**src/rtl/secinit_pkg.sv**
```systemverilog
package secinit_pkg;
    localparam int ADDR_W     = 24;
    localparam int LEN_W      = 7;
    localparam int WORD_BYTES = 4;
    localparam int WORD_W     = 8 * WORD_BYTES;

    localparam logic [ADDR_W-1:0] LOC0_BASE = 24'hD40000;
    localparam logic [ADDR_W-1:0] OFS_ACC   = 24'h000000;
    localparam logic [ADDR_W-1:0] OFS_STS   = 24'h000018;
    localparam logic [ADDR_W-1:0] OFS_IDW   = 24'h000F00;
    localparam logic [ADDR_W-1:0] OFS_REV   = 24'h000F04;

    localparam logic [7:0] ACC_VALID  = 8'h80;
    localparam logic [7:0] ACC_ACTIVE = 8'h20;
    localparam logic [7:0] ACC_REQ    = 8'h02;
    localparam logic [7:0] ACC_ESTMSK = 8'hFE;
    localparam logic [1:0] FAMILY_G2  = 2'd1;

    typedef enum logic [3:0] {
        S_IDLE, S_ID, S_ACC1, S_REL, S_ACC2, S_REQ, S_ACC3, S_STS, S_RID, S_DONE, S_FAIL
    } step_e;

    typedef enum logic [2:0] {
        FC_NONE = 3'd0, FC_IDXFER = 3'd1, FC_LOCBUSY = 3'd2, FC_CLAIM = 3'd3, FC_FAMILY = 3'd4
    } fcode_e;

    typedef struct packed {
        logic              write;
        logic [ADDR_W-1:0] addr;
        logic [LEN_W-1:0]  len;
        logic [7:0]        wdata;
    } req_t;

    function automatic logic step_is_txn(step_e s);
        return (s != S_IDLE) && (s != S_DONE) && (s != S_FAIL);
    endfunction
endpackage

```
**src/rtl/secinit_pack.sv**
```systemverilog
module secinit_pack #(
    parameter int NBYTES = 4
) (
    input  logic                clk,
    input  logic                rst_n,
    input  logic                clr,
    input  logic                in_vld,
    input  logic [7:0]          in_byte,
    output logic [8*NBYTES-1:0] word
);
    localparam int IDX_W = $clog2(NBYTES + 1);

    logic [IDX_W-1:0] idx_q, idx_d;

    always_comb begin
        idx_d = idx_q;
        if (clr) begin
            idx_d = '0;
        end else if (in_vld && (idx_q < IDX_W'(NBYTES))) begin
            idx_d = idx_q + 1'b1;
        end
    end

    always_ff @(posedge clk) begin
        if (!rst_n) idx_q <= '0;
        else        idx_q <= idx_d;
    end

    for (genvar g = 0; g < NBYTES; g++) begin : g_lane
        logic [7:0] lane_q, lane_d;
        always_comb begin
            lane_d = lane_q;
            if (clr) lane_d = '0;
            else if (in_vld && (idx_q == IDX_W'(g))) lane_d = in_byte;
        end
        always_ff @(posedge clk) begin
            if (!rst_n) lane_q <= '0;
            else        lane_q <= lane_d;
        end
        assign word[8*g +: 8] = lane_q;
    end
endmodule

```
**src/rtl/secinit_req.sv**
```systemverilog
module secinit_req
    import secinit_pkg::*;
(
    input  step_e step,
    output req_t  req
);
    always_comb begin
        req = '{write: 1'b0, addr: LOC0_BASE + OFS_ACC, len: LEN_W'(1), wdata: 8'h00};
        unique case (step)
            S_ID:  begin req.addr = LOC0_BASE + OFS_IDW; req.len = LEN_W'(WORD_BYTES); end
            S_REL: begin req.write = 1'b1; req.wdata = ACC_ACTIVE; end
            S_REQ: begin req.write = 1'b1; req.wdata = ACC_REQ; end
            S_STS: begin req.addr = LOC0_BASE + OFS_STS; req.len = LEN_W'(WORD_BYTES); end
            S_RID: req.addr = LOC0_BASE + OFS_REV;
            default: ;
        endcase
    end
endmodule

```
**src/rtl/secinit_seq.sv**
```systemverilog
module secinit_seq
    import secinit_pkg::*;
(
    input  logic              clk,
    input  logic              rst_n,
    input  logic              start,
    output logic              req_valid,
    input  logic              req_ready,
    output logic              req_write,
    output logic [ADDR_W-1:0] req_addr,
    output logic [LEN_W-1:0]  req_len,
    output logic [7:0]        req_wdata,
    input  logic              rd_valid,
    input  logic [7:0]        rd_byte,
    input  logic              xfer_done,
    input  logic              xfer_ok,
    output logic              busy,
    output logic              done,
    output logic              fail,
    output logic [2:0]        fail_code,
    output logic [15:0]       vendor_id,
    output logic [15:0]       device_id,
    output logic [7:0]        revision
);
    typedef struct packed {
        step_e       step;
        logic        wait_rsp;
        logic        done;
        logic        fail;
        fcode_e      code;
        logic [15:0] vid;
        logic [15:0] did;
        logic [7:0]  rev;
    } ctl_t;

    ctl_t s_q, s_d;
    req_t req;
    logic [WORD_W-1:0] word;
    logic accept;
    logic acc_free, acc_claimed, fam_ok;

    secinit_req u_req (.step(s_q.step), .req(req));

    secinit_pack #(.NBYTES(WORD_BYTES)) u_pack (
        .clk(clk), .rst_n(rst_n), .clr(accept),
        .in_vld(rd_valid), .in_byte(rd_byte), .word(word)
    );

    assign busy      = step_is_txn(s_q.step);
    assign req_valid = busy && !s_q.wait_rsp;
    assign accept    = req_valid && req_ready;
    assign req_write = req.write;
    assign req_addr  = req.addr;
    assign req_len   = req.len;
    assign req_wdata = req.wdata;

    assign acc_free    = (word[7:0] & ACC_ESTMSK) == ACC_VALID;
    assign acc_claimed = (word[7:0] & ACC_ESTMSK) == (ACC_VALID | ACC_ACTIVE);
    assign fam_ok      = word[27:26] == FAMILY_G2;

    always_comb begin
        s_d = s_q;
        if (!busy) begin
            if (start) begin
                s_d.step     = S_ID;
                s_d.wait_rsp = 1'b0;
                s_d.done     = 1'b0;
                s_d.fail     = 1'b0;
                s_d.code     = FC_NONE;
            end
        end else if (!s_q.wait_rsp) begin
            if (req_ready) s_d.wait_rsp = 1'b1;
        end else if (xfer_done) begin
            s_d.wait_rsp = 1'b0;
            unique case (s_q.step)
                S_ID: begin
                    if (!xfer_ok) begin
                        s_d.step = S_FAIL; s_d.code = FC_IDXFER;
                    end else begin
                        s_d.vid  = word[15:0];
                        s_d.did  = word[31:16];
                        s_d.step = S_ACC1;
                    end
                end
                S_ACC1: begin
                    if ((word[7:0] & ACC_ACTIVE) != 8'h00) s_d.step = S_REL;
                    else if (acc_free)                     s_d.step = S_REQ;
                    else begin s_d.step = S_FAIL; s_d.code = FC_LOCBUSY; end
                end
                S_REL: s_d.step = S_ACC2;
                S_ACC2: begin
                    if (acc_free) s_d.step = S_REQ;
                    else begin s_d.step = S_FAIL; s_d.code = FC_LOCBUSY; end
                end
                S_REQ: s_d.step = S_ACC3;
                S_ACC3: begin
                    if (acc_claimed) s_d.step = S_STS;
                    else begin s_d.step = S_FAIL; s_d.code = FC_CLAIM; end
                end
                S_STS: begin
                    if (fam_ok) s_d.step = S_RID;
                    else begin s_d.step = S_FAIL; s_d.code = FC_FAMILY; end
                end
                S_RID: begin
                    s_d.rev  = word[7:0];
                    s_d.step = S_DONE;
                end
                default: ;
            endcase
            if (s_d.step == S_DONE) s_d.done = 1'b1;
            if (s_d.step == S_FAIL) s_d.fail = 1'b1;
        end
    end

    always_ff @(posedge clk) begin
        if (!rst_n) begin
            s_q <= '{step: S_IDLE, wait_rsp: 1'b0, done: 1'b0, fail: 1'b0,
                     code: FC_NONE, vid: '0, did: '0, rev: '0};
        end else begin
            s_q <= s_d;
        end
    end

    assign done      = s_q.done;
    assign fail      = s_q.fail;
    assign fail_code = s_q.code;
    assign vendor_id = s_q.vid;
    assign device_id = s_q.did;
    assign revision  = s_q.rev;
endmodule

```
**config.mk**
```make
export PLATFORM = sky130hd
export DESIGN_NAME = secinit_seq
export DESIGN_NICKNAME = d
export VERILOG_FILES = /design/src/rtl/secinit_pkg.sv /design/src/rtl/secinit_pack.sv /design/src/rtl/secinit_req.sv /design/src/rtl/secinit_seq.sv
export SDC_FILE = /design/constraint.sdc
export NUM_CORES = 1
export LEC_CHECK = 0
export BUFFER_PORTS_ARGS = -buffer_cell sky130_fd_sc_hd__buf_2
export CAP_MARGIN = 20
export CORE_MARGIN = 3
export CORE_UTILIZATION = 25
export DETAILED_ROUTE_END_ITERATION = 16
export GPL_TIMING_DRIVEN = 0
export HOLD_SLACK_MARGIN = 0.15
export SYNTH_ARGS = -nofsm -noshare
export SYNTH_HDL_FRONTEND = slang
export SYNTH_SLANG_ARGS = --single-unit
```
**constraint.sdc**
```tcl
create_clock -name clk -period 1.8 [get_ports clk]
set_input_delay 0 -clock clk [delete_from_list [all_inputs] [get_ports clk]]
set_output_delay 0 -clock clk [all_outputs]
set_load 0.02 [all_outputs]
```
# Word level (Yosys, flattened, before mapping)
# Cells that the tools add are included.
[op_classes] add_sub_neg=1 n_mul=0 div_mod_pow=0 magnitude_cmp=1 n_eq_ne=27 shifts=0 n_mux=31 bitwise_logic=1 n_reduce_logical=22
[ops] operator="$mux W32" count=2
[ops] operator="$mux W50" count=1
[ops] operator="$mux W45" count=1
[ops] operator="$pmux W12 S3" count=1
[ops] operator="$mux W4" count=8
[ops] operator="$pmux W4 S8" count=1
[ops] operator="$mux W10" count=2
[ops] operator="$mux W3" count=6
[ops] operator="$eq A4 B3 Y1 const B" count=4
[ops] operator="$pmux W3 S5" count=1
[ops] operator="$eq A7 B7 Y1 const B" count=2
[ops] operator="$eq A4 B4 Y1 const B" count=3
[ops] operator="$ne A3 B3 Y1 const B" count=4
[ops] operator="$pmux W6 S2" count=1
[ops] operator="$reduce_and A4 Y1" count=3
[ops] operator="$logic_and A1 B1 Y1" count=9
[ops] operator="$eq A4 B2 Y1 const B" count=2
[ops] operator="$mux W8" count=1
[ops] operator="$ne A4 B4 Y1 const B" count=2
[ops] operator="$reduce_and A8 Y1" count=1
[ops] operator="$eq A3 B2 Y1 const B" count=2
[ops] operator="$ne A2 B1 Y1 const B" count=3
[ops] operator="$ne A6 B1 Y1 const B" count=1
[ops] operator="$reduce_or A2 Y1" count=3
[ops] operator="15 further kinds" count=19
[totals] reg_bits=85 latch_bits=0 ramBits=0 mem_bits_ro=0 input_bits=15 out_inout_bits=87 n_memories=0

# Longest topological paths before layout
# Gate-level depths: netlist of run 1.
[depth] ltp_word=12 ltp_mapped=9

# Cells and area by module
# From an unflattened synthesis of run 1, not the netlist that was laid out.
[hier_totals] hier_cells=524 area_unflattened_um2=4310.4
[modules_own_cells] mod="secinit_seq" instances=1 cells_each=314 area_each_um2=2557.5 seq_area_each_um2=1001.0
[modules_own_cells] mod="secinit_pack" instances=1 cells_each=164 area_each_um2=1428.9 seq_area_each_um2=700.7
[modules_own_cells] mod="secinit_req" instances=1 cells_each=46 area_each_um2=324.1 seq_area_each_um2=0.0

# Worst setup path after synthesis of run 1
# OpenSTA, ideal clock, no wires.
[synth_path] path_kind="flip-flop to flip-flop" from="register s_q[47] (netlist name)" to="register u_pack.idx_q[0]" setup_ns=0.117 arrival_ns=1.712 required_time_ns=1.683 slack_ns=-0.030 path_stages_with_launch=10 path_buffers=3 period_less_slack_ns=1.830 cell_sequence="dfxtp_1 buf_2 and3b_1 a21oi_1 nor2_1 nor2_1 a21o_1 buf_2 buf_2 nor2_1"
[synth_via] elab_chain_len=6 elab_cells_between_ends=8 cone_classes="eq/ne: 2; reduce/logical: 6"
[synth_lines] item="from (decl)" line="secinit_seq.sv:36" source="ctl_t s_q, s_d;"
[synth_lines] item="from (signal assigned)" line="secinit_seq.sv:117" source="s_q <= '{step: S_IDLE, wait_rsp: 1'b0, done: 1'b0, fail: 1'b0,"
[synth_lines] item="$ne A4 B4 Y1 or $reduce_bool A4 Y1 (tied branches)" line="secinit_pkg.sv:35" source="return (s != S_IDLE) && (s != S_DONE) && (s != S_FAIL);"
[synth_lines] item="$logic_and A1 B1 Y1" line="secinit_pkg.sv:35"
[synth_lines] item="$logic_and A1 B1 Y1 *" line="secinit_pkg.sv:35"
[synth_lines] item="$logic_and A1 B1 Y1 *" line="secinit_seq.sv:50" source="assign req_valid = busy && !s_q.wait_rsp;"
[synth_lines] item="named net req_valid" line="secinit_seq.sv:7" source="output logic req_valid,"
[synth_lines] item="$logic_and A1 B1 Y1 *" line="secinit_seq.sv:51" source="assign accept = req_valid && req_ready;"
[synth_lines] item="$reduce_or A2 Y1 (no line) *"
[synth_lines] item="to (signal assigned)" line="secinit_pack.sv:26" source="else idx_q <= idx_d;"
[synth_lines] item="to (decl)" line="secinit_pack.sv:13" source="logic [IDX_W-1:0] idx_q, idx_d;"
# The timed path passes the listed nets; every way through them passes the cells marked *.
# A chain may end at the register's enable or synchronous reset.

# Worst setup path after layout of run 1
[layout_path] from="register u_pack.g_lane[0].lane_q[1]" to="register s_q[48] (netlist name)"
[layout_via] elab_chain_len=10 elab_cells_between_ends=12 cone_classes="eq/ne: 2; mux: 10"
[layout_lines] item="from (decl)" line="secinit_pack.sv:30" source="logic [7:0] lane_q, lane_d;"
[layout_lines] item="from (signal assigned)" line="secinit_pack.sv:38" source="else lane_q <= lane_d;"
[layout_lines] item="$eq A7 B7 Y1" line="secinit_seq.sv:57" source="assign acc_free = (word[7:0] & ACC_ESTMSK) == ACC_VALID;"
[layout_lines] item="$mux W4" line="secinit_seq.sv:87, secinit_seq.sv:92"
[layout_lines] item="$mux W4" line="secinit_seq.sv:86" source="if ((word[7:0] & ACC_ACTIVE) != 8'h00) s_d.step = S_REL;"
[layout_lines] item="$pmux W4 S8 *" line="secinit_seq.sv:75" source="unique case (s_q.step)"
[layout_lines] item="$mux W4 *" line="secinit_seq.sv:73" source="end else if (xfer_done) begin"
[layout_lines] item="$mux W4 *" line="secinit_seq.sv:71" source="end else if (!s_q.wait_rsp) begin"
[layout_lines] item="$mux W4 *" line="secinit_seq.sv:63" source="if (!busy) begin"
[layout_lines] item="$mux W50 *" line="secinit_seq.sv:73"
[layout_lines] item="$mux W4 *" line="secinit_seq.sv:71"
[layout_lines] item="$mux W10 *" line="secinit_seq.sv:63"
# Every way passes the cells marked *; elsewhere a longest branch is shown, timed or not. The select of a mux whose other input is x is not followed.

==> impl_metrics.py, run 1 <==
metrics = {
    "status": {
        "status": "finished with violations",
        "violations": "setup timing",
    },
    "global_routing": {
        "grt_pass1_wl_um": 17400,
        "antenna_found_initial": 0,
        "grt_usage_pct": 12.0,
        "grt_pass1_vias": 3464,
        "gr-total-overflow": 0,
        "grt_max_degree": 17,
    },
    "clock_tree": {
        "cts.sinks": 85,
        "cts_inserted_buffers": 9,
        "clk_latency_ns": 0.34,
        "h-tree-depth": 3,
        "clockBufferDepth": 2,
        "cts_tree": "built",
        "root_buffer": "clkbuf_16",
        "clk_pin_slew_ns": 0.06,
    },
    "logic_synthesis": {
        "netlist_area_um2": 4230,
        "synth_common_cells": "nand2_1, dfxtp_1, buf_4, a21oi_1, nand3_1",
        "synth_top_cell_area_share_pct": 40.2,
        "syn_avg_cell_area_um2": 7.80,
        "synthArstFlopShare_pct": 0,
        "synthAdderAreaFrac_pct": 1.72,
        "synth_area_leaders": "dfxtp_1, buf_4, nand2_1, a21oi_1, nand3_1",
        "ys_types": 55,
        "synth_top_family_by_area": "simple AND/OR/NAND/NOR gates",
        "synthSimpleGateAreaFrac_pct": 23.0,
        "yosysSeqAreaShare_pct": 40.2,
        "yosys.area_share.xor_xnor_pct": 1.04,
        "synth-compound-area-share_pct": 13.8,
        "synth-edff-count": 0,
        "ys_ff_latch": 85,
        "muxShareOfSynthArea_pct": 1.89,
        "synth_warnings": 0,
        "synthCells": 542,
        "synth_most_common_cell": "nand2_1",
        "yosys.area.top_type": "dfxtp_1",
        "synth_flop_cell": "dfxtp_1",
    },
    "sta": {
        "fin_tns_setup_ns": -0.753,
        "hold_ws_ns": 0.209,
        "fmax_ghz": 0.521,
        "period_needed_ns": 1.92,
        "maxSlewViolCount": 0,
        "finClkSkew_ns": 0.00506,
        "setup_viol": 12,
        "hold_violations": 0,
        "slew_headroom_pct": 62.7,
        "setup_slack_ns": -0.118,
        "tightest_slew_ns": 0.560,
        "rsz0062_at_grt": "true",
        "final.period_utilization_pct": 107,
    },
    "worst_setup_path": {
        "r2r_end": "s_q[48]",
        "worst_r2r_path_depth": 5,
        "critPathMaxFanout": 4,
        "worstSetupPathType": "flip-flop to flip-flop",
        "startpoint_type": "flip-flop",
        "r2r_start": "u_pack.g_lane[0].lane_q[1]",
        "critical_path_required_ns": 2.07,
        "r2r_slack_ns": -0.12,
        "cp-end-kind": "flip-flop",
        "critical_path_arrival_ns": 2.19,
    },
    "finish": {
        "final_cells": 894,
        "nets": 693,
        "syn2layout_area_growth_pct": 38.7,
        "fin_util_pct": 36.1,
        "drive_gt1_share_pct": 38.6,
        "diodes": 0,
    },
    "hold_path": {
        "holdPathStages": 5,
        "hold_path.class": "primary input to flip-flop",
        "hold-path-endpoint": "device_id[7]",
        "min_from": "xfer_ok",
    },
    "drt": {
        "detail-route-antenna-nets": 0,
        "vias_per_cell": 4.32,
        "finalWirelength_um": 11600,
        "via_count": 3863,
        "drcViolationCount": 0,
        "drt_first_pass_iters": 5,
        "routedWlPerCell_um": 13.0,
        "drt_iter0_drc": 206,
    },
    "placement": {
        "place_ws_ns": -0.354,
        "dp.cells": 857,
        "place_hpwl_um": 8210,
        "place_congestion": 0.856,
        "port_buffers": 73,
    },
    "die": {
        "fp.coreArea_um2": 16200,
        "dieHeight_um": 136,
        "dieWidth_um": 136,
        "start_util_pct": 26.1,
        "pin_count": 102,
        "fp-row-count": 46,
        "dieArea_um2": 18500,
    },
    "job": {
        "cap_violations": 0,
    },
    "power": {
        "p_per_area_nw_per_um2": 740,
        "p_leak_uw": 0.00242,
        "ir_worst_vdd_mv": 0.500,
    },
}
how the worst max path moves through the flow:
stage,start,endpoint,slack (ns),cells after the start
finish,u_pack.g_lane[0].lane_q[1],s_q[48],-0.12,5
global route,u_pack.g_lane[0].lane_q[2],revision[1],-0.20,6
CTS,u_pack.g_lane[0].lane_q[1],s_q[48],-0.09,5
detailed placement,u_pack.g_lane[0].lane_q[5],fail_code[1],-0.35,7
global placement,u_pack.g_lane[0].lane_q[5],fail_code[1],-0.35,7
floorplan,u_pack.g_lane[0].lane_q[1],done,0.04,7
metal layers:
metal	vias up	track usage (%)	routed length, um
li1	1966	-	-
met4	0	5.71	317
met1	1767	15.1	5100
met2	107	19.7	5630
met5	-	0	0
met3	23	2.33	581
cells in the final DEF, fill, tap and decap left out, drive strengths merged, types with 2 or more instances in the layout:
cell type    instances
buf                179
nand2              125
dfxtp               85
a21oi               73
nand3               34
conb                28
clkbuf              25
nor2                21
dlygate4sd3         12
inv                 10
mux2i                8
nand2b               6
nor3                 6
ha                   5
nor2b                4
xnor2                4
o21ai                4
nor4                 4
and2                 3
clkinv               3
o32ai                3
or4                  2
a22oi                2
nand4                2
clkinvlp             2
or2                  2
o2111ai              2
a221oi               2
flip-flops by register name (all words and copies together), names as in the netlist:
name and flops:
fail_code 3, device_id 16, fail 1, u_pack.idx_q 3, s_q 5, u_pack.g_lane.lane_q 32, done 1, vendor_id 16
revision 8
layout make-up:
class	instances	area (um2)
repair buffers	100	614
inverters	8	30.0
well taps	216	270
clock buffers	9	225
multi-input cells	362	2140
clock inverters	7	57.6
flip-flops and latches	85	1720
fillers	1689	10400
plain buffers	107	803
per-stage QoR:
step	cell area, um2	power [uW]
after global routing	5870	4480
final	5870	4340
after detailed placement	4970	2490
after CTS	5570	4300
after floorplan	4330	2350
after global placement	4970	2480
cells by family after synthesis:
kind of cell,after synthesis
and+or+nand+nor,215
other,2
buffers and inverters,121
DFF,85
AOI/OAI and AO/OA,100
muxes,8
xor gates and xnor gates,5
adders and majority gates,6
worst max-delay path, cell delays in order (launching register included):
cell     delay [ns]
dfxtp_4        0.36
or4_4          0.57
nor3_4         0.20
nor2_1         0.08
or4b_1         0.49
a21oi_2        0.14
power breakdown:
part,internal [uW],switching (uW),total (uW)
logic,246,371,617
registers,1910,48.1,1960
clock network,951,812,1760
total,3110,1230,4340
repair_timing:
item,4_1_cts,5_1_grt
hold buffers,12,0
endpoints found under the setup margin,80,81
buffers inserted,3,9
pin swaps,10,14
hold endpoints to repair,40,0
cloned,1,2
resized for setup,51,74
Note: power is estimated with default switching activity, not from simulation.
==> inputs of run 2 (changes only) <==
SKIP_CTS_REPAIR_TIMING = 1   (was not set)
==> impl_metrics.py, run 2 (same netlist as run 1, synthesis figures left out) <==
metrics = {
    "hold_path": {
        "hold_path.class": "primary input to flip-flop",
    },
    "worst_setup_path": {
        "critical_path_arrival_ns": 2.19,
        "cp.depth": 5,
        "startpoint_type": "flip-flop",
        "r2r_end": "s_q[48]",
        "cp-end-kind": "flip-flop",
        "r2r_start": "u_pack.g_lane[0].lane_q[1]",
        "critPathMaxFanout": 5,
        "critical_path_required_ns": 2.07,
        "cp_top_family": "simple AND/OR/NAND/NOR gates",
        "worstSetupPathType": "flip-flop to flip-flop",
        "startpoint": "u_pack.g_lane[0].lane_q[1]",
        "worst_r2r_path_depth": 5,
        "path_buf_inv": 0,
        "crit_slowest_cell": "or4_4",
        "crit_chain": "or4_4 > nor3_4 > nor2_1 > or4b_1 > a21oi_2",
        "r2r_slack_ns": -0.12,
        "cpPeakStageDelay_ns": 0.56,
        "worstSetupEndpoint": "s_q[48]",
    },
    "global_routing": {
        "grt_usage_pct": 11.6,
        "gr-total-overflow": 0,
        "grt_pass1_wl_um": 16900,
        "grt_pass1_vias": 3323,
        "grt_max_degree": 17,
        "antenna_found_initial": 0,
    },
    "clock_tree": {
        "cts_inserted_buffers": 9,
        "h-tree-depth": 3,
        "cts.sinks": 85,
        "root_buffer": "clkbuf_16",
        "clk_pin_slew_ns": 0.06,
        "clk_latency_ns": 0.35,
        "clockBufferDepth": 2,
        "cts_tree": "built",
    },
    "status": {
        "violations": "setup timing",
        "status": "finished with violations",
    },
    "die": {
        "pin_count": 102,
        "fp-row-count": 46,
        "dieWidth_um": 136,
        "dieHeight_um": 136,
        "dieArea_um2": 18500,
        "start_util_pct": 26.1,
        "fp.coreArea_um2": 16200,
    },
    "placement": {
        "port_buffers": 73,
        "place_congestion": 0.856,
        "place_ws_ns": -0.354,
        "place_hpwl_um": 8210,
        "dp.cells": 857,
    },
    "sta": {
        "fin_tns_setup_ns": -1.69,
        "setup_slack_ns": -0.119,
        "finClkSkew_ns": 0.00744,
        "rsz0062_at_grt": "true",
        "maxSlewViolCount": 0,
        "hold_ws_ns": 0.158,
        "slew_headroom_pct": 62.4,
        "tightest_slew_ns": 0.564,
        "setup_viol": 40,
        "hold_violations": 0,
        "fmax_ghz": 0.521,
        "period_needed_ns": 1.92,
        "final.period_utilization_pct": 107,
    },
    "finish": {
        "drive_gt1_share_pct": 33.4,
        "syn2layout_area_growth_pct": 32.4,
        "final_cells": 887,
        "diodes": 0,
        "fill_cells": 1725,
        "regMostFlops": "u_pack.g_lane.lane_q",
        "largest_reg_flops": 32,
        "final_common_cell": "nand2_1",
        "final_cell_mix": "nand2_1, buf_4, dfxtp_1, buf_2, a21oi_1",
        "nets": 686,
    },
    "drt": {
        "finalWirelength_um": 11400,
        "drt_iter0_drc": 228,
        "drt_first_pass_iters": 4,
        "drcViolationCount": 0,
        "detail-route-antenna-nets": 0,
        "via_count": 3752,
        "vias_per_cell": 4.23,
        "routedWlPerCell_um": 12.9,
    },
    "power": {
        "ir_worst_vdd_mv": 0.523,
        "p_leak_uw": 0.00236,
        "p_per_area_nw_per_um2": 759,
    },
    "job": {
        "cap_violations": 0,
    },
}
run 2: worst min-delay path by stage:
stage                from                    endpoint  slack [ns]  cells past startpoint
2_1_floorplan  rd_byte[0]  u_pack.g_lane[1].lane_q[0]        0.15                      2
3_3_place_gp    req_ready                     s_q[45]        0.28                      3
3_5_place_dp    req_ready                     s_q[45]        0.29                      3
4_1_cts         req_ready                     s_q[45]       -0.08                      3
5_1_grt         xfer_done                device_id[6]        0.20                      5
6_report        xfer_done                     s_q[48]        0.16                      6
run 2: metal layers:
metal | GRT usage, % | vias up | share of wire, %
met2 | 18.5 | 104 | 47
li1 | - | 1949 | -
met4 | 5.99 | 0 | 3.2
met3 | 2.41 | 25 | 5.0
met5 | 0 | - | 0
met1 | 14.8 | 1674 | 44
run 2: tightest hold or removal path, stage by stage:
cell and delay [ns]:
buf_2 0.11, nand2_1 0.08, a311oi_1 0.05, o21ai_0 0.06, nand2_1 0.06, a21oi_2 0.10
run 2: power breakdown:
group | switching [uW] | internal, uW
Combinational | 337 | 203
Clock | 802 | 951
Sequential | 45.3 | 1920
run 2: area by class of cell:
cell class	count	area (um2)	share of cell area (%)
inverters	8	30.0	0.536
well taps	216	270	4.82
flip-flops and latches	85	1710	30.5
clock inverters	7	57.6	1.03
clock buffers	9	225	4.02
plain buffers	110	810	14.4
multi-input cells	362	1960	35.0
repair buffers	90	539	9.62
run 2: per-stage QoR:
stage	util [%]	instance area, um2	power, uW
3_5_place_dp	30.6	4970	2490
3_3_place_gp	30.6	4970	2480
6_report	34.5	5600	4250
2_1_floorplan	-	4330	2350
5_1_grt	34.5	5600	4400
4_1_cts	32.3	5250	4240
